`src/rtl/iq_demod_pkg.sv`:
```
package iq_demod_pkg;
  typedef enum logic [1:0] {
    PH_I_POS = 2'd0,
    PH_Q_POS = 2'd1,
    PH_I_NEG = 2'd2,
    PH_Q_NEG = 2'd3
  } phase_e;
endpackage

```
`src/rtl/iq_phase_mux.sv`:
```
module iq_phase_mux
  import iq_demod_pkg::*;
#(
  parameter int DW = 14
) (
  input  logic                 clk,
  input  logic                 rst,
  input  logic                 take,
  input  logic signed [DW-1:0] din,
  output phase_e               phase,
  output logic                 i_en,
  output logic                 q_en,
  output logic                 frame_end,
  output logic signed [DW-1:0] dout
);
  localparam logic signed [DW-1:0] MIN_V = {1'b1, {(DW-1){1'b0}}};
  localparam logic signed [DW-1:0] MAX_V = {1'b0, {(DW-1){1'b1}}};

  logic signed [DW-1:0] neg_v;

  always_ff @(posedge clk) begin
    if (rst) phase <= PH_I_POS;
    else if (take) phase <= phase_e'(2'(phase + 2'd1));
  end

  // saturating negation: -MIN would wrap back to MIN
  always_comb begin
    if (din == MIN_V) neg_v = MAX_V;
    else              neg_v = -din;
  end

  always_comb begin
    dout      = phase[1] ? neg_v : din;
    i_en      = take && !phase[0];
    q_en      = take &&  phase[0];
    frame_end = take && (phase == PH_Q_NEG);
  end
endmodule

```
`src/rtl/iq_mavg.sv`:
```
module iq_mavg #(
  parameter int DW = 14,
  parameter int N  = 2
) (
  input  logic                   clk,
  input  logic                   rst,
  input  logic                   en,
  input  logic signed [DW-1:0]   din,
  output logic signed [DW+N-1:0] sum_now
);
  localparam int D  = 1 << N;
  localparam int SW = DW + N;

  logic signed [DW-1:0] line_q [D];
  logic [N-1:0]         wp;
  logic signed [SW-1:0] sum_q;
  logic signed [SW-1:0] sum_d;
  logic signed [DW-1:0] oldest;

  always_comb begin
    oldest  = line_q[wp];
    sum_d   = sum_q + {{N{din[DW-1]}}, din} - {{N{oldest[DW-1]}}, oldest};
    sum_now = en ? sum_d : sum_q;
  end

  always_ff @(posedge clk) begin
    if (rst) begin
      for (int k = 0; k < D; k++) line_q[k] <= '0;
      wp    <= '0;
      sum_q <= '0;
    end else if (en) begin
      line_q[wp] <= din;
      wp         <= wp + 1'b1;
      sum_q      <= sum_d;
    end
  end
endmodule

```
`src/rtl/iq_out_stage.sv`:
```
module iq_out_stage #(
  parameter int SW = 16,
  parameter int OW = 14,
  parameter int N  = 2
) (
  input  logic                 clk,
  input  logic                 rst,
  input  logic                 frame_end,
  input  logic signed [SW-1:0] sum_i,
  input  logic signed [SW-1:0] sum_q,
  input  logic                 m_ready,
  output logic                 m_valid,
  output logic signed [OW-1:0] m_i,
  output logic signed [OW-1:0] m_q
);
  localparam int FILL = 1 << (N - 1);
  localparam int CW   = $clog2(FILL) + 1;
  localparam logic signed [SW-1:0] HI = {{(SW-OW+1){1'b0}}, {(OW-1){1'b1}}};
  localparam logic signed [SW-1:0] LO = {{(SW-OW+1){1'b1}}, {(OW-1){1'b0}}};

  logic [CW-1:0] fill_q;
  logic          emit;

  function automatic logic signed [OW-1:0] scale_clamp(input logic signed [SW-1:0] s);
    logic signed [SW-1:0] sh;
    sh = s >>> N;
    if (sh > HI)      return HI[OW-1:0];
    else if (sh < LO) return LO[OW-1:0];
    else              return sh[OW-1:0];
  endfunction

  assign emit = frame_end && (fill_q == CW'(FILL - 1));

  always_ff @(posedge clk) begin
    if (rst) begin
      fill_q  <= '0;
      m_valid <= 1'b0;
      m_i     <= '0;
      m_q     <= '0;
    end else begin
      if (frame_end && !emit) fill_q <= fill_q + 1'b1;
      if (emit) begin
        m_valid <= 1'b1;
        m_i     <= scale_clamp(sum_i);
        m_q     <= scale_clamp(sum_q);
      end else if (m_ready) begin
        m_valid <= 1'b0;
      end
    end
  end
endmodule

```
`src/rtl/iq_demod_top.sv`:
```
module iq_demod_top
  import iq_demod_pkg::*;
#(
  parameter int DATA_W = 14,
  parameter int N      = 2,
  parameter int OUT_W  = 14
) (
  input  logic                     clk,
  input  logic                     rst,
  input  logic                     s_valid,
  output logic                     s_ready,
  input  logic signed [DATA_W-1:0] s_data,
  output logic                     m_valid,
  input  logic                     m_ready,
  output logic signed [OUT_W-1:0]  m_i,
  output logic signed [OUT_W-1:0]  m_q
);
  localparam int SW = DATA_W + N;

  phase_e                    phase_w;
  logic                      take, i_en, q_en, frame_end;
  logic signed [DATA_W-1:0]  path_v;
  logic signed [SW-1:0]      sum_i, sum_q;

  assign s_ready = !(m_valid && !m_ready);
  assign take    = s_valid && s_ready;

  iq_phase_mux #(.DW(DATA_W)) u_mux (
    .clk(clk), .rst(rst), .take(take), .din(s_data),
    .phase(phase_w), .i_en(i_en), .q_en(q_en),
    .frame_end(frame_end), .dout(path_v)
  );

  iq_mavg #(.DW(DATA_W), .N(N)) u_lpf_i (
    .clk(clk), .rst(rst), .en(i_en), .din(path_v), .sum_now(sum_i)
  );

  iq_mavg #(.DW(DATA_W), .N(N)) u_lpf_q (
    .clk(clk), .rst(rst), .en(q_en), .din(path_v), .sum_now(sum_q)
  );

  iq_out_stage #(.SW(SW), .OW(OUT_W), .N(N)) u_out (
    .clk(clk), .rst(rst), .frame_end(frame_end),
    .sum_i(sum_i), .sum_q(sum_q), .m_ready(m_ready),
    .m_valid(m_valid), .m_i(m_i), .m_q(m_q)
  );
endmodule

```
`config.mk`:
```
export PLATFORM = sky130hd
export DESIGN_NAME = iq_demod_top
export DESIGN_NICKNAME = d
export VERILOG_FILES = /design/src/rtl/iq_demod_pkg.sv /design/src/rtl/iq_phase_mux.sv /design/src/rtl/iq_mavg.sv /design/src/rtl/iq_out_stage.sv /design/src/rtl/iq_demod_top.sv
export SDC_FILE = /design/constraint.sdc
export NUM_CORES = 1
export LEC_CHECK = 0
export BUFFER_PORTS_ARGS = -buffer_cell sky130_fd_sc_hd__buf_4
export CAP_MARGIN = 20
export CORE_MARGIN = 5
export CORE_UTILIZATION = 49
export CTS_BUF_LIST = sky130_fd_sc_hd__clkbuf_16
export CTS_CLUSTER_DIAMETER = 150
export DETAILED_ROUTE_END_ITERATION = 10
export PLACE_DENSITY_LB_ADDON = 0.25
export SKIP_CTS_REPAIR_TIMING = 1
export SYNTH_ARGS = -nofsm -noshare
export SYNTH_HDL_FRONTEND = slang
export SYNTH_SLANG_ARGS = --single-unit
```
`constraint.sdc`:
```
create_clock -name clk -period 13.3 [get_ports clk]
set_input_delay 1.995 -clock clk [delete_from_list [all_inputs] [get_ports clk]]
set_output_delay 1.995 -clock clk [all_outputs]
set_load 0.005 [all_outputs]
```
Word level (Yosys, flattened, before mapping)
Memory sizes are Yosys's and may differ from the RTL's. A register that Yosys moved wholly into a read port is not among the register bits.
Cells that the tools add are included.
{"block": "totals", "mem_bits_rw": 112, "inputBits": 18, "reg_bits": 69, "out_inout_bits": 30, "mem_count": 2}
{"memory": "u_lpf_i.line_q", "words": 4, "word_bits": 14, "read_ports": 1, "rd_ports_with_merged_regs": 1, "write_ports": 4, "line": "iq_mavg.sv:14", "text": "logic signed [DW-1:0] line_q [D];"}
{"memory": "u_lpf_q.line_q", "words": 4, "word_bits": 14, "read_ports": 1, "rd_ports_with_merged_regs": 1, "write_ports": 4, "line": "iq_mavg.sv:14"}
{"block": "op_classes", "order_cmp": 4, "reduce_logical": 14, "n_eq_ne": 3, "n_mux": 28, "add_sub_neg": 9}
{"operator": "14-bit 2-to-1 mux", "count": 8}
{"operator": "16-bit adder", "count": 2}
{"operator": "16-bit 2-to-1 mux", "count": 2}
{"operator": "16-bit subtractor", "count": 2}
{"operator": "14-bit greater-than comparator, second input constant", "count": 2}
{"operator": "14-bit < comparator, second input constant", "count": 2}
{"operator": "14-bit OR reduction", "count": 2}
{"operator": "14-bit equality test, second input constant", "count": 1}
{"operator": "14-bit negator", "count": 1}
{"operator": "1-bit 2-to-1 mux", "count": 12}
{"operator": "2-bit 2-to-1 mux", "count": 6}
{"operator": "2-bit by 1-bit adder with 2-bit output, second input constant", "count": 4}
{"operator": "1-bit logical AND", "count": 7}
{"operator": "1-bit logical NOT", "count": 4}
{"operator": "2-bit by 1-bit equality test with 1-bit output, second input constant", "count": 1}
{"operator": "2-bit equality test, second input constant", "count": 1}
{"operator": "2-bit nonzero test", "count": 1}

Logic depth before layout (Yosys ltp)
Gate-level depths: netlist (run 1).
{"block": "logic_depth", "ltp_word": 10, "ltp_mapped": 18}

Hierarchy
From an unflattened synthesis (run 1), not the netlist that was laid out.
{"block": "unflattened", "cells_unflattened": 997, "hier_area_um2": 10601.4}
{"module": "iq_mavg at u_lpf_i", "seq_area_each_um2": 2082.0, "instances": 1, "area_per_inst_um2": 4381.7, "cells_per_inst": 391}
{"module": "iq_mavg at u_lpf_q", "seq_area_each_um2": 2082.0, "instances": 1, "area_per_inst_um2": 4357.9, "cells_per_inst": 391}
{"module": "iq_out_stage", "seq_area_each_um2": 620.6, "instances": 1, "area_per_inst_um2": 1360.1, "cells_per_inst": 141}
{"module": "iq_phase_mux", "seq_area_each_um2": 40.0, "instances": 1, "area_per_inst_um2": 479.2, "cells_per_inst": 72}
{"module": "iq_demod_top", "seq_area_each_um2": 0.0, "instances": 1, "area_per_inst_um2": 22.5, "cells_per_inst": 2}

Least setup slack after synthesis (run 1)
No wires, ideal clock.
{"block": "synth_timing", "kind": "input to register", "from": "input port s_data[1]", "to": "register u_out.m_q[13]", "stages": 18, "setup_ns": 0.132, "slack_ns": 7.091, "arrival_time_ns": 6.077, "cell_sequence": "inv_1 -> ha_1 -> or4b_1 -> or2_2 -> o31ai_1 -> xnor2_1 -> nor2_1 -> fa_1 -> inv_1 -> ha_1 -> clkbuf_1 -> a21oi_1 -> o211ai_1 -> a221o_1 -> a41oi_1 -> mux2i_1 -> xor2_1 -> a21oi_1"}
{"block": "synth_between", "elab_chain_len": 9, "word_cells_on_any_way": 11, "classes_between": "add/sub (3); order compare (2); eq/ne (1); mux (5)"}
{"element": "start, declared", "line": "iq_demod_top.sv:12", "text": "input logic signed [DATA_W-1:0] s_data,"}
{"element": "14-bit negator / 14-bit equality test (equally long branches)", "line": "iq_phase_mux.sv:29, iq_phase_mux.sv:28"}
{"element": "14-bit 2-to-1 mux", "line": "iq_phase_mux.sv:28", "text": "if (din == MIN_V) neg_v = MAX_V;"}
{"element": "14-bit 2-to-1 mux (*)", "line": "iq_phase_mux.sv:33", "text": "dout = phase[1] ? neg_v : din;"}
{"element": "16-bit adder (*)", "line": "iq_mavg.sv:22", "text": "sum_d = sum_q + {{N{din[DW-1]}}, din} - {{N{oldest[DW-1]}}, oldest};"}
{"element": "16-bit subtractor (*)", "line": "iq_mavg.sv:22"}
{"element": "16-bit 2-to-1 mux (*)", "line": "iq_mavg.sv:23", "text": "sum_now = en ? sum_d : sum_q;"}
{"element": "14-bit < comparator", "line": "iq_out_stage.sv:28", "text": "else if (sh < LO) return LO[OW-1:0];"}
{"element": "14-bit 2-to-1 mux", "line": "iq_out_stage.sv:28"}
{"element": "14-bit 2-to-1 mux (*)", "line": "iq_out_stage.sv:27", "text": "if (sh > HI) return HI[OW-1:0];"}
{"element": "end signal, assigned", "line": "iq_out_stage.sv:45", "text": "m_q <= scale_clamp(sum_q);"}
{"element": "end, declared", "line": "iq_out_stage.sv:14", "text": "output logic signed [OW-1:0] m_q"}
Every way passes the cells marked *; elsewhere a longest branch is shown, timed or not.
A chain may end at the register's enable or synchronous reset.

Worst setup path after layout (run 1)
{"block": "layout_timing", "from": "input port s_data[1]", "to": "register u_out.m_q[12]"}
The elaborated chain is that of the path after synthesis.

==> qor.txt, run 1 <==
status = completed
Critical Path AT = 6.51 ns
hpwl dp = 15400 um
Pleak = 4.47 nW
FF+latch area = 4820 sq um
Startpoint Class = primary input
commonest cells in the synthesized netlist = nor2_1 (187), edfxtp_1 (112), inv_1 (95)
Tcrit/Tclk final = 0.463
Avg Inst Size Synth = 10.4 sq um
hold depth = 2
routability congestion estimate from global placement = 0.893
Final Max Tran Viols = 0
number of global-route vias before repair = 6650
worst path required time = 13.65 ns
gr ovfl total = 0
sequential share of the synthesized area = 0.492
Hold Path End = u_out.m_q[4]$_SDFFE_PP0P_
drc violations = 0
VDD IR max = 0.0928 mV
Yosys Warn Count = 0
worst slew pin tran = 0.982 ns
mapped cell area = 9820 sq um
Final min period = 6.15 ns
core region area = 19600 sq um
Max clock buf depth = 2
Yosys top cell by area = edfxtp_1
Overall Global Routing Usage = 0.208
Die Area = 23000 sq um
worst setup skew after layout = 0.0125 ns
htree depth = 4
R2R cell count = 14
worst r2r dst = u_out.m_q[12]$_SDFFE_PP0P_
synth top area cells = edfxtp_1 (34%), dfxtp_1 (15%), nor2_1 (7.2%)
Die Ht = 152 um
wire length per cell = 18.4 um
count leader, synth = nor2_1
top_reg_cell synth = edfxtp_1
FFs w/ async S/R, synth = 0
Setup TNS = 0 ns
Initial Util = 0.501
worst hold path class = register to register
nets = 1061
Area Overhead vs Synth = 12.9%
post-route ant nets = 0
hold slack final = 0.462 ns
register-to-register setup slack = 8.72 ns
Clk Latency, worst-skew pair = 0.44 ns
Antenna diodes = 0
I/O Pins = 48
cell count after synthesis = 942
Fin. Hold Viols = 0
max-cap violations = 0
layout cells sized above 1 = 0.135
worst hold start = u_out.m_q[4]$_SDFFE_PP0P_
f_max = 162 MHz
Sink Count = 185
RSZ-0062 raised after global routing = no
via count = 6952
largest net degree at the start of global routing = 53
Power per Cell Area = 175 nW/um^2
row count = 51
WL final = 23100 um
TritonCTS Buffers = 17
first-pass GRT wire length = 36100 um
fill cell count = 1654
Pre-Repair DR Iteration Count = 5
die span in x = 152 um
port buffer count = 47
routed vias/inst = 5.54
Crit Path Class = primary input to register
synth unique cells = 56
area of the multi-input gates = 4450 sq um
1st-iter DRT viols = 490
syn nets = 1026
Post-synth EDFFs = 112
top cell type's share of synthesized area = 0.343
crit end category = register
Yosys reg bits = 185
Reg2Reg Launch Point = u_mux.phase[1]$_SDFFE_PP0P_
Root Driver = clkbuf_16
initial antenna violation count = 0
Rel. slew slack = 0.344
# setup viols final = 0
clock-pin slew on the worst setup and hold paths = 0.07 ns
TritonCTS clock tree = yes
Worst Path Max Fanout = 13
==> critical path, cell delays in order <==
cell	delay, ns
buf_4	0.12
inv_1	0.07
ha_1	0.17
or4b_1	0.52
nor4_4	0.66
nor2_1	0.12
buf_4	0.21
fa_1	0.50
inv_1	0.04
ha_1	0.37
a21oi_1	0.30
o21bai_1	0.14
a2111oi_0	0.43
nor3_1	0.13
o21a_1	0.19
or2_2	0.28
a311oi_1	0.24
==> stage by stage <==
step	utilization	setup slack (ns)	area (sq um)	std cells	total power, W
floorplan	-	7.09	9820	942	0.00125
global placement	0.534	6.81	10500	1222	0.00141
detailed placement	0.534	6.72	10500	1222	0.00143
CTS	0.564	7.15	11100	1254	0.00193
global route	0.566	6.84	11100	1255	0.00206
finish	0.566	7.15	11100	1255	0.00193
==> cells in the final DEF (no fill, tap or decap), drive strengths merged, types with 10 or more instances in the layout <==
cell type,n
xor2,14
nor3,16
clkbuf,17
dfxtp,73
a21oi,48
fa,30
xnor2,20
buf,66
o21ai,36
ha,36
mux4,28
nand2,53
a211oi,22
nor2,187
inv,102
nand3,10
edfxtp,112
==> report_power, final <==
part	leakage [nW]	switching [W]	internal (W)
clock	0.287	0.000252	0.000253
combinational	2.43	0.000453	0.000295
sequential	1.75	0.0000265	0.000656
==> state kept, by name (all words and copies together), names as in the netlist, named ones only <==
name	flops
u_lpf_i.line_q	56
u_lpf_q.line_q	56
u_lpf_i.sum_q	16
u_lpf_q.sum_q	16
u_out.m_i	14
u_out.m_q	14
u_lpf_i.wp	2
u_lpf_q.wp	2
u_mux.phase	2
u_out.fill_q	2
u_out.m_valid	1
==> cell type report <==
type	count	share of cell area
repair buffers	66	0.0465
well taps	265	0.0299
clock inverters	15	0.0154
multi-input cells	611	0.402
clock buffers	17	0.0384
inverters	96	0.0325
flip-flops and latches	185	0.435
==> cell families (layout without fill, tap and decap cells) <==
family,Yosys count,count (layout),synth area share
and+or+nand+nor,313,313,0.139
DFF,185,185,0.492
AOI/OAI and AO/OA,165,165,0.107
buffers and inverters,146,194,0.0558
adders and majority gates,66,66,0.107
xor gates and xnor gates,34,34,0.0303
muxes,33,33,0.0693
==> worst max path at each step <==
stage | end | cells after the start | slack [ns] | startpoint
after detailed placement | u_out.m_q[12]$_SDFFE_PP0P_ | 17 | 6.72 | s_data[1]
final | u_out.m_q[12]$_SDFFE_PP0P_ | 17 | 7.15 | s_data[1]
after CTS | u_out.m_q[12]$_SDFFE_PP0P_ | 17 | 7.15 | s_data[1]
after global placement | u_out.m_q[12]$_SDFFE_PP0P_ | 17 | 6.81 | s_data[1]
after floorplan | u_out.m_q[13]$_SDFFE_PP0P_ | 18 | 7.09 | s_data[1]
after global routing | u_out.m_q[12]$_SDFFE_PP0P_ | 17 | 6.84 | s_data[1]
==> layer usage <==
metal,up-vias,track usage,routed length [um]
met2,204,0.320,10400
met1,3370,0.305,10700
met5,-,0,0
met4,0,0.0593,321
li1,3351,-,-
met3,27,0.0378,1610
No activity file was read; power rests on OpenSTA's default activity.
==> run 2: changes to the inputs <==
==> constraint.sdc (replaced) <==
create_clock -name clk -period 5.95 [get_ports clk]
set_input_delay 0.8925 -clock clk [delete_from_list [all_inputs] [get_ports clk]]
set_output_delay 0.8925 -clock clk [all_outputs]
set_load 0.005 [all_outputs]
==> qor.txt, run 2 (synthesized netlist as in run 1, its figures left out) <==
status = completed
worst path required time = 6.26 ns (-7.39 ns)
TritonCTS Buffers = 17 (unchanged)
routability congestion estimate from global placement = 0.912 (+2.2%)
R2R cell count = 12 (-2)
Fin. Hold Viols = 0 (unchanged)
post-route ant nets = 0 (unchanged)
Sink Count = 185 (unchanged)
worst setup skew after layout = 0.0110 ns (-0.00147 ns)
Initial Util = 0.501 (unchanged)
Die Ht = 152 um (unchanged)
worst path cell trace = buf_4 -> inv_1 -> ha_1 -> or4b_1 -> o21ai_0 -> xnor2_1 -> nor2_1 -> inv_1 -> fa_1 -> ha_1 -> a211o_1 -> o21a_1 -> a41oi_1 -> mux2i_1 -> xor2_1 -> a21oi_1
Area Overhead vs Synth = 13.2%
row count = 51 (unchanged)
Rel. slew slack = 0.261 (-0.0828)
commonest non-fill, non-tap cell in the layout = nor2_1
Internal Power = 0.00280 W (+130%)
f_max = 196 MHz
wire length per cell = 18.0 um (-1.9%)
most frequent cells in the layout = nor2_1 (187), edfxtp_1 (112), inv_1 (95)
Switch Pwr = 0.00159 W (+120%)
Die Area = 23000 sq um (unchanged)
drc violations = 0 (unchanged)
Reg power frac = 0.348 (-0.005)
Tcrit/Tclk final = 0.856
max-cap violations = 0 (unchanged)
Util after Layout = 0.567 (+0.00141)
Startpoint Class = primary input
Setup TNS = 0 ns (unchanged)
Comb power frac = 0.377 (-0.010)
Final Max Tran Viols = 0 (unchanged)
VDD IR max = 0.210 mV (+130%)
Final min period = 5.10 ns
I/O Pins = 48 (unchanged)
1st-iter DRT viols = 510 (+4.1%)
worst slew pin tran = 1.10 ns (+0.123 ns)
crit end category = register
clock-pin slew on the worst setup and hold paths = 0.07 ns (about the same)
Worst Path Max Fanout = 10 (-3)
layout cells sized above 1 = 0.137 (+0.00174)
Antenna diodes = 0 (unchanged)
worst hold path class = register to register
Critical Path AT = 5.41 ns (-1.10 ns)
Root Driver = clkbuf_16
core region area = 19600 sq um (unchanged)
Crit Path Class = primary input to register
Sw Ratio = 0.363 (-0.0154)
via count = 6996 (+0.63%)
port buffer count = 47 (unchanged)
RSZ-0062 raised after global routing = no
largest net degree at the start of global routing = 54 (+1.9%)
die span in x = 152 um (unchanged)
Clk pwr share = 0.275 (+0.014)
TritonCTS clock tree = yes
Clk Latency, worst-skew pair = 0.44 ns (about the same)
hold depth = 2 (unchanged)
first-pass GRT wire length = 36300 um (+0.36%)
initial antenna violation count = 0 (unchanged)
Pre-Repair DR Iteration Count = 5 (unchanged)
htree depth = 4 (unchanged)
routed vias/inst = 5.57 (+0.47%)
Slowest-stage cell, CP = nor2_1
slowest stage delay, CP = 0.83 ns (+0.17 ns)
hpwl dp = 15700 um (+2.2%)
fill cell count = 1648 (-0.36%)
Max clock buf depth = 2 (unchanged)
number of global-route vias before repair = 6580 (-1.1%)
Power per Cell Area = 395 nW/um^2 (+130%)
Pleak = 4.50 nW (+0.54%)
# setup viols final = 0 (unchanged)
WL final = 22700 um (-1.7%)
biggest regs = u_lpf_i.line_q x56, u_lpf_q.line_q x56
Overall Global Routing Usage = 0.209 (+0.000934)
gr ovfl total = 0 (unchanged)
nets = 1063 (+0.19%)
[run 2: cell types whose count changed in the layout (fill, tap and decap cells not counted), sizes merged]
cell / before / now
clkinv: 8 / 5
bufinv: 0 / 3
buf: 66 / 68
[run 2: critical path: cells and delay by family]
| kind | cells | cell delay (ns) |
|---|---|---|
| compound gates | 5 | 1.19 |
| simple gates | 2 | 1.35 |
| mux | 1 | 0.25 |
| buf+inv | 3 | 0.35 |
| fa+ha+maj | 3 | 1.05 |
| xor+xnor | 2 | 0.31 |
[run 2: area by class of cell]
class                      instances  area, sq um  area share
clock buffer                      17          425      0.0383
tap                              265          332      0.0298
clock inverter                    15          203      0.0182
timing repair buffer              68          510      0.0460
inverter                          96          360      0.0324
sequential                       185         4820       0.434
multi-input combinational        611         4450       0.401
[run 2: worst paths after layout]
| check | endpoint | startpoint | slack, ns |
|---|---|---|---|
| setup / recovery | u_out.m_q[13]$_SDFFE_PP0P_ | s_data[1] | 0.85 |
| hold / removal | u_lpf_q.sum_q[0]$_SDFFE_PP0P_ | u_lpf_q.sum_q[0]$_SDFFE_PP0P_ | 0.46 |
| setup reg to reg | u_out.m_q[13]$_SDFFE_PP0P_ | u_mux.phase[1]$_SDFFE_PP0P_ | 1.31 |
| hold reg to reg | u_lpf_q.sum_q[0]$_SDFFE_PP0P_ | u_lpf_q.sum_q[0]$_SDFFE_PP0P_ | 0.46 |
[run 2: per-layer routing]
| metal | vias to the layer above | part of all wire | global-route usage |
|---|---|---|---|
| met5 | - | 0 | 0 |
| li1 | 3364 | - | - |
| met3 | 20 | 0.067 | 0.0357 |
| met1 | 3363 | 0.47 | 0.319 |
| met4 | 0 | 0.011 | 0.0530 |
| met2 | 249 | 0.45 | 0.311 |
[run 2: power groups by stage]
stage          combinational, W  clock [W]  sequential, W
2_1_floorplan           0.00127          0        0.00153
3_3_place_gp            0.00161          0        0.00155
3_5_place_dp            0.00163          0        0.00155
4_1_cts                 0.00164    0.00122        0.00152
5_1_grt                 0.00186    0.00128        0.00154
6_report                0.00166    0.00121        0.00153
[run 2: per-stage QoR]
stage	std cells	total power [W]	hold WS (ns)	setup WS (ns)	instance area, sq um
floorplan	942	0.00279	0.436	0.843	9820
global placement	1225	0.00316	0.445	0.601	10500
detailed placement	1225	0.00318	0.451	0.506	10500
CTS	1257	0.00439	0.461	0.939	11100
global route	1257	0.00467	0.491	0.523	11100
finish	1257	0.00439	0.461	0.854	11100
==> run 3: changes to the inputs <==
--- a/config.mk
+++ b/config.mk
@@ -13,6 +13,7 @@
 export CTS_CLUSTER_DIAMETER = 150
 export DETAILED_ROUTE_END_ITERATION = 10
 export PLACE_DENSITY_LB_ADDON = 0.25
+export REMOVE_ABC_BUFFERS = 1
 export SKIP_CTS_REPAIR_TIMING = 1
 export SYNTH_ARGS = -nofsm -noshare
 export SYNTH_HDL_FRONTEND = slang
==> qor.txt, run 3 (synthesized netlist as in run 1, its figures left out) <==
status = completed
Clk Latency, worst-skew pair = 0.43 ns (about the same)
worst setup skew after layout = 0.00879 ns (-0.00221 ns)
drc violations = 0 (unchanged)
worst r2r dst = u_out.m_q[13]$_SDFFE_PP0P_
area of the multi-input gates = 4460 sq um (+0.11%)
Rel. slew slack = 0.355 (+0.0938)
final cell count without fillers = 1255 (-0.16%)
Crit Path Class = primary input to register
WL final = 22700 um (+0.21%)
Die Ht = 152 um (unchanged)
Fin. Hold Viols = 0 (unchanged)
Placed Area = 10500 sq um (about the same)
Final Max Tran Viols = 0 (unchanged)
1st-iter DRT viols = 505 (-0.98%)
Final min period = 5.07 ns (-0.0235 ns)
Initial Util = 0.501 (unchanged)
Area Overhead vs Synth = 12.1%
Setup TNS = 0 ns (unchanged)
layout cells sized above 1 = 0.132 (-0.00477)
Die Area = 23000 sq um (unchanged)
number of global-route vias before repair = 6813 (+3.5%)
port buffer count = 47 (unchanged)
Root Driver = clkbuf_16
Inst Count DP = 1223 (-0.16%)
nets = 1061 (-0.19%)
Pleak = 4.43 nW (-1.4%)
Post-Place Setup Slack = 0.513 ns (+0.00620 ns)
routability congestion estimate from global placement = 0.893 (-2.1%)
Antenna diodes = 0 (unchanged)
worst slew pin tran = 0.964 ns (-0.140 ns)
Setup crit end = u_out.m_q[13]$_SDFFE_PP0P_
Critical Path AT = 5.35 ns (-0.06 ns)
initial antenna violation count = 0 (unchanged)
register-to-register setup slack = 1.35 ns (+0.04 ns)
via count = 7009 (+0.19%)
Tcrit/Tclk final = 0.852 (-0.00395)
worst hold path class = register to register
f_max = 197 MHz (+0.46%)
Worst Path Max Fanout = 9 (-1)
max-cap violations = 0 (unchanged)
post-route ant nets = 0 (unchanged)
crit path from = s_data[1]
VDD IR max = 0.202 mV (-3.7%)
Sink Count = 185 (unchanged)
fill cell count = 1700 (+3.2%)
# setup viols final = 0 (unchanged)
routed vias/inst = 5.58 (+0.35%)
htree depth = 4 (unchanged)
Final WS setup = 0.878 ns (+0.0235 ns)
R2R cell count = 15 (+3)
Final Instance Area = 11000 sq um (-0.91%)
TritonCTS Buffers = 17 (unchanged)
row count = 51 (unchanged)
RSZ-0062 raised after global routing = no
gr ovfl total = 0 (unchanged)
I/O Pins = 48 (unchanged)
most frequent cells in the layout = nor2_1 (187), edfxtp_1 (112), inv_1 (97)
commonest non-fill, non-tap cell in the layout = nor2_1
Max clock buf depth = 2 (unchanged)
crit end category = register
core region area = 19600 sq um (unchanged)
hpwl dp = 15400 um (-2.3%)
wire length per cell = 18.1 um (+0.37%)
Power per Cell Area = 383 nW/um^2 (-3.1%)
clock-pin slew on the worst setup and hold paths = 0.06 ns (about the same)
die span in x = 152 um (unchanged)
Overall Global Routing Usage = 0.210 (+0.000822)
Startpoint Class = primary input
TritonCTS clock tree = yes
biggest regs = u_lpf_i.line_q x56, u_lpf_q.line_q x56
largest net degree at the start of global routing = 54 (unchanged)
Pre-Repair DR Iteration Count = 5 (unchanged)
first-pass GRT wire length = 36700 um (+1.1%)
worst path required time = 6.23 ns (-0.03 ns)
Reg2Reg Launch Point = u_mux.phase[1]$_SDFFE_PP0P_
FF+latch area = 4820 sq um (unchanged)
==> run 3: layer usage <==
metal  GRT usage  up-vias  wire (um)
li1            -     3361          -
met1       0.303     3397      10400
met2       0.327      228      10400
met3      0.0473       23       1570
met4      0.0467        0        288
met5           0        -          0
==> run 3: power by group <==
part | total (W) | switching, W | internal (W)
clock network | 0.00105 | 0.000479 | 0.000567
registers | 0.00153 | 0.0000671 | 0.00147
logic | 0.00164 | 0.000984 | 0.000651
==> run 3: worst min path at each step <==
stage	from	to	slack, ns	cells after the start
finish	u_lpf_q.sum_q[0]$_SDFFE_PP0P_	u_lpf_q.sum_q[0]$_SDFFE_PP0P_	0.46	2
global route	u_lpf_q.sum_q[0]$_SDFFE_PP0P_	u_lpf_q.sum_q[0]$_SDFFE_PP0P_	0.47	2
CTS	u_lpf_q.sum_q[0]$_SDFFE_PP0P_	u_lpf_q.sum_q[0]$_SDFFE_PP0P_	0.46	2
detailed placement	u_lpf_q.sum_q[0]$_SDFFE_PP0P_	u_lpf_q.sum_q[0]$_SDFFE_PP0P_	0.45	2
global placement	u_lpf_i.sum_q[0]$_SDFFE_PP0P_	u_lpf_i.sum_q[0]$_SDFFE_PP0P_	0.45	2
floorplan	u_lpf_q.sum_q[0]$_SDFFE_PP0P_	u_lpf_q.sum_q[0]$_SDFFE_PP0P_	0.43	2
==> run 3: cell type report <==
type / count / area share
sequential: 185 / 0.438
timing repair buffer: 66 / 0.0450
clock buffer: 17 / 0.0386
inverter: 96 / 0.0327
tap: 265 / 0.0301
multi-input combinational: 611 / 0.405
clock inverter: 15 / 0.0101
==> run 3: stage by stage <==
step	utilization	power (W)	hold slack [ns]
detailed placement	0.535	0.00317	0.451
global placement	0.535	0.00315	0.447
global route	0.562	0.00451	0.473
CTS	0.562	0.00422	0.460
floorplan	-	0.00278	0.430
finish	0.562	0.00422	0.457
==> run 3: critical path, stage by stage <==
cell,delay (ns)
buf_4,0.11
inv_1,0.07
ha_1,0.17
or4b_1,0.52
or2_2,0.35
o31ai_1,0.26
xnor2_1,0.18
nor2_1,0.15
fa_1,0.55
inv_1,0.04
ha_1,0.40
a21oi_1,0.40
o211ai_1,0.16
a221o_1,0.32
a41oi_1,0.23
mux2i_1,0.25
xor2_1,0.20
a21oi_1,0.09
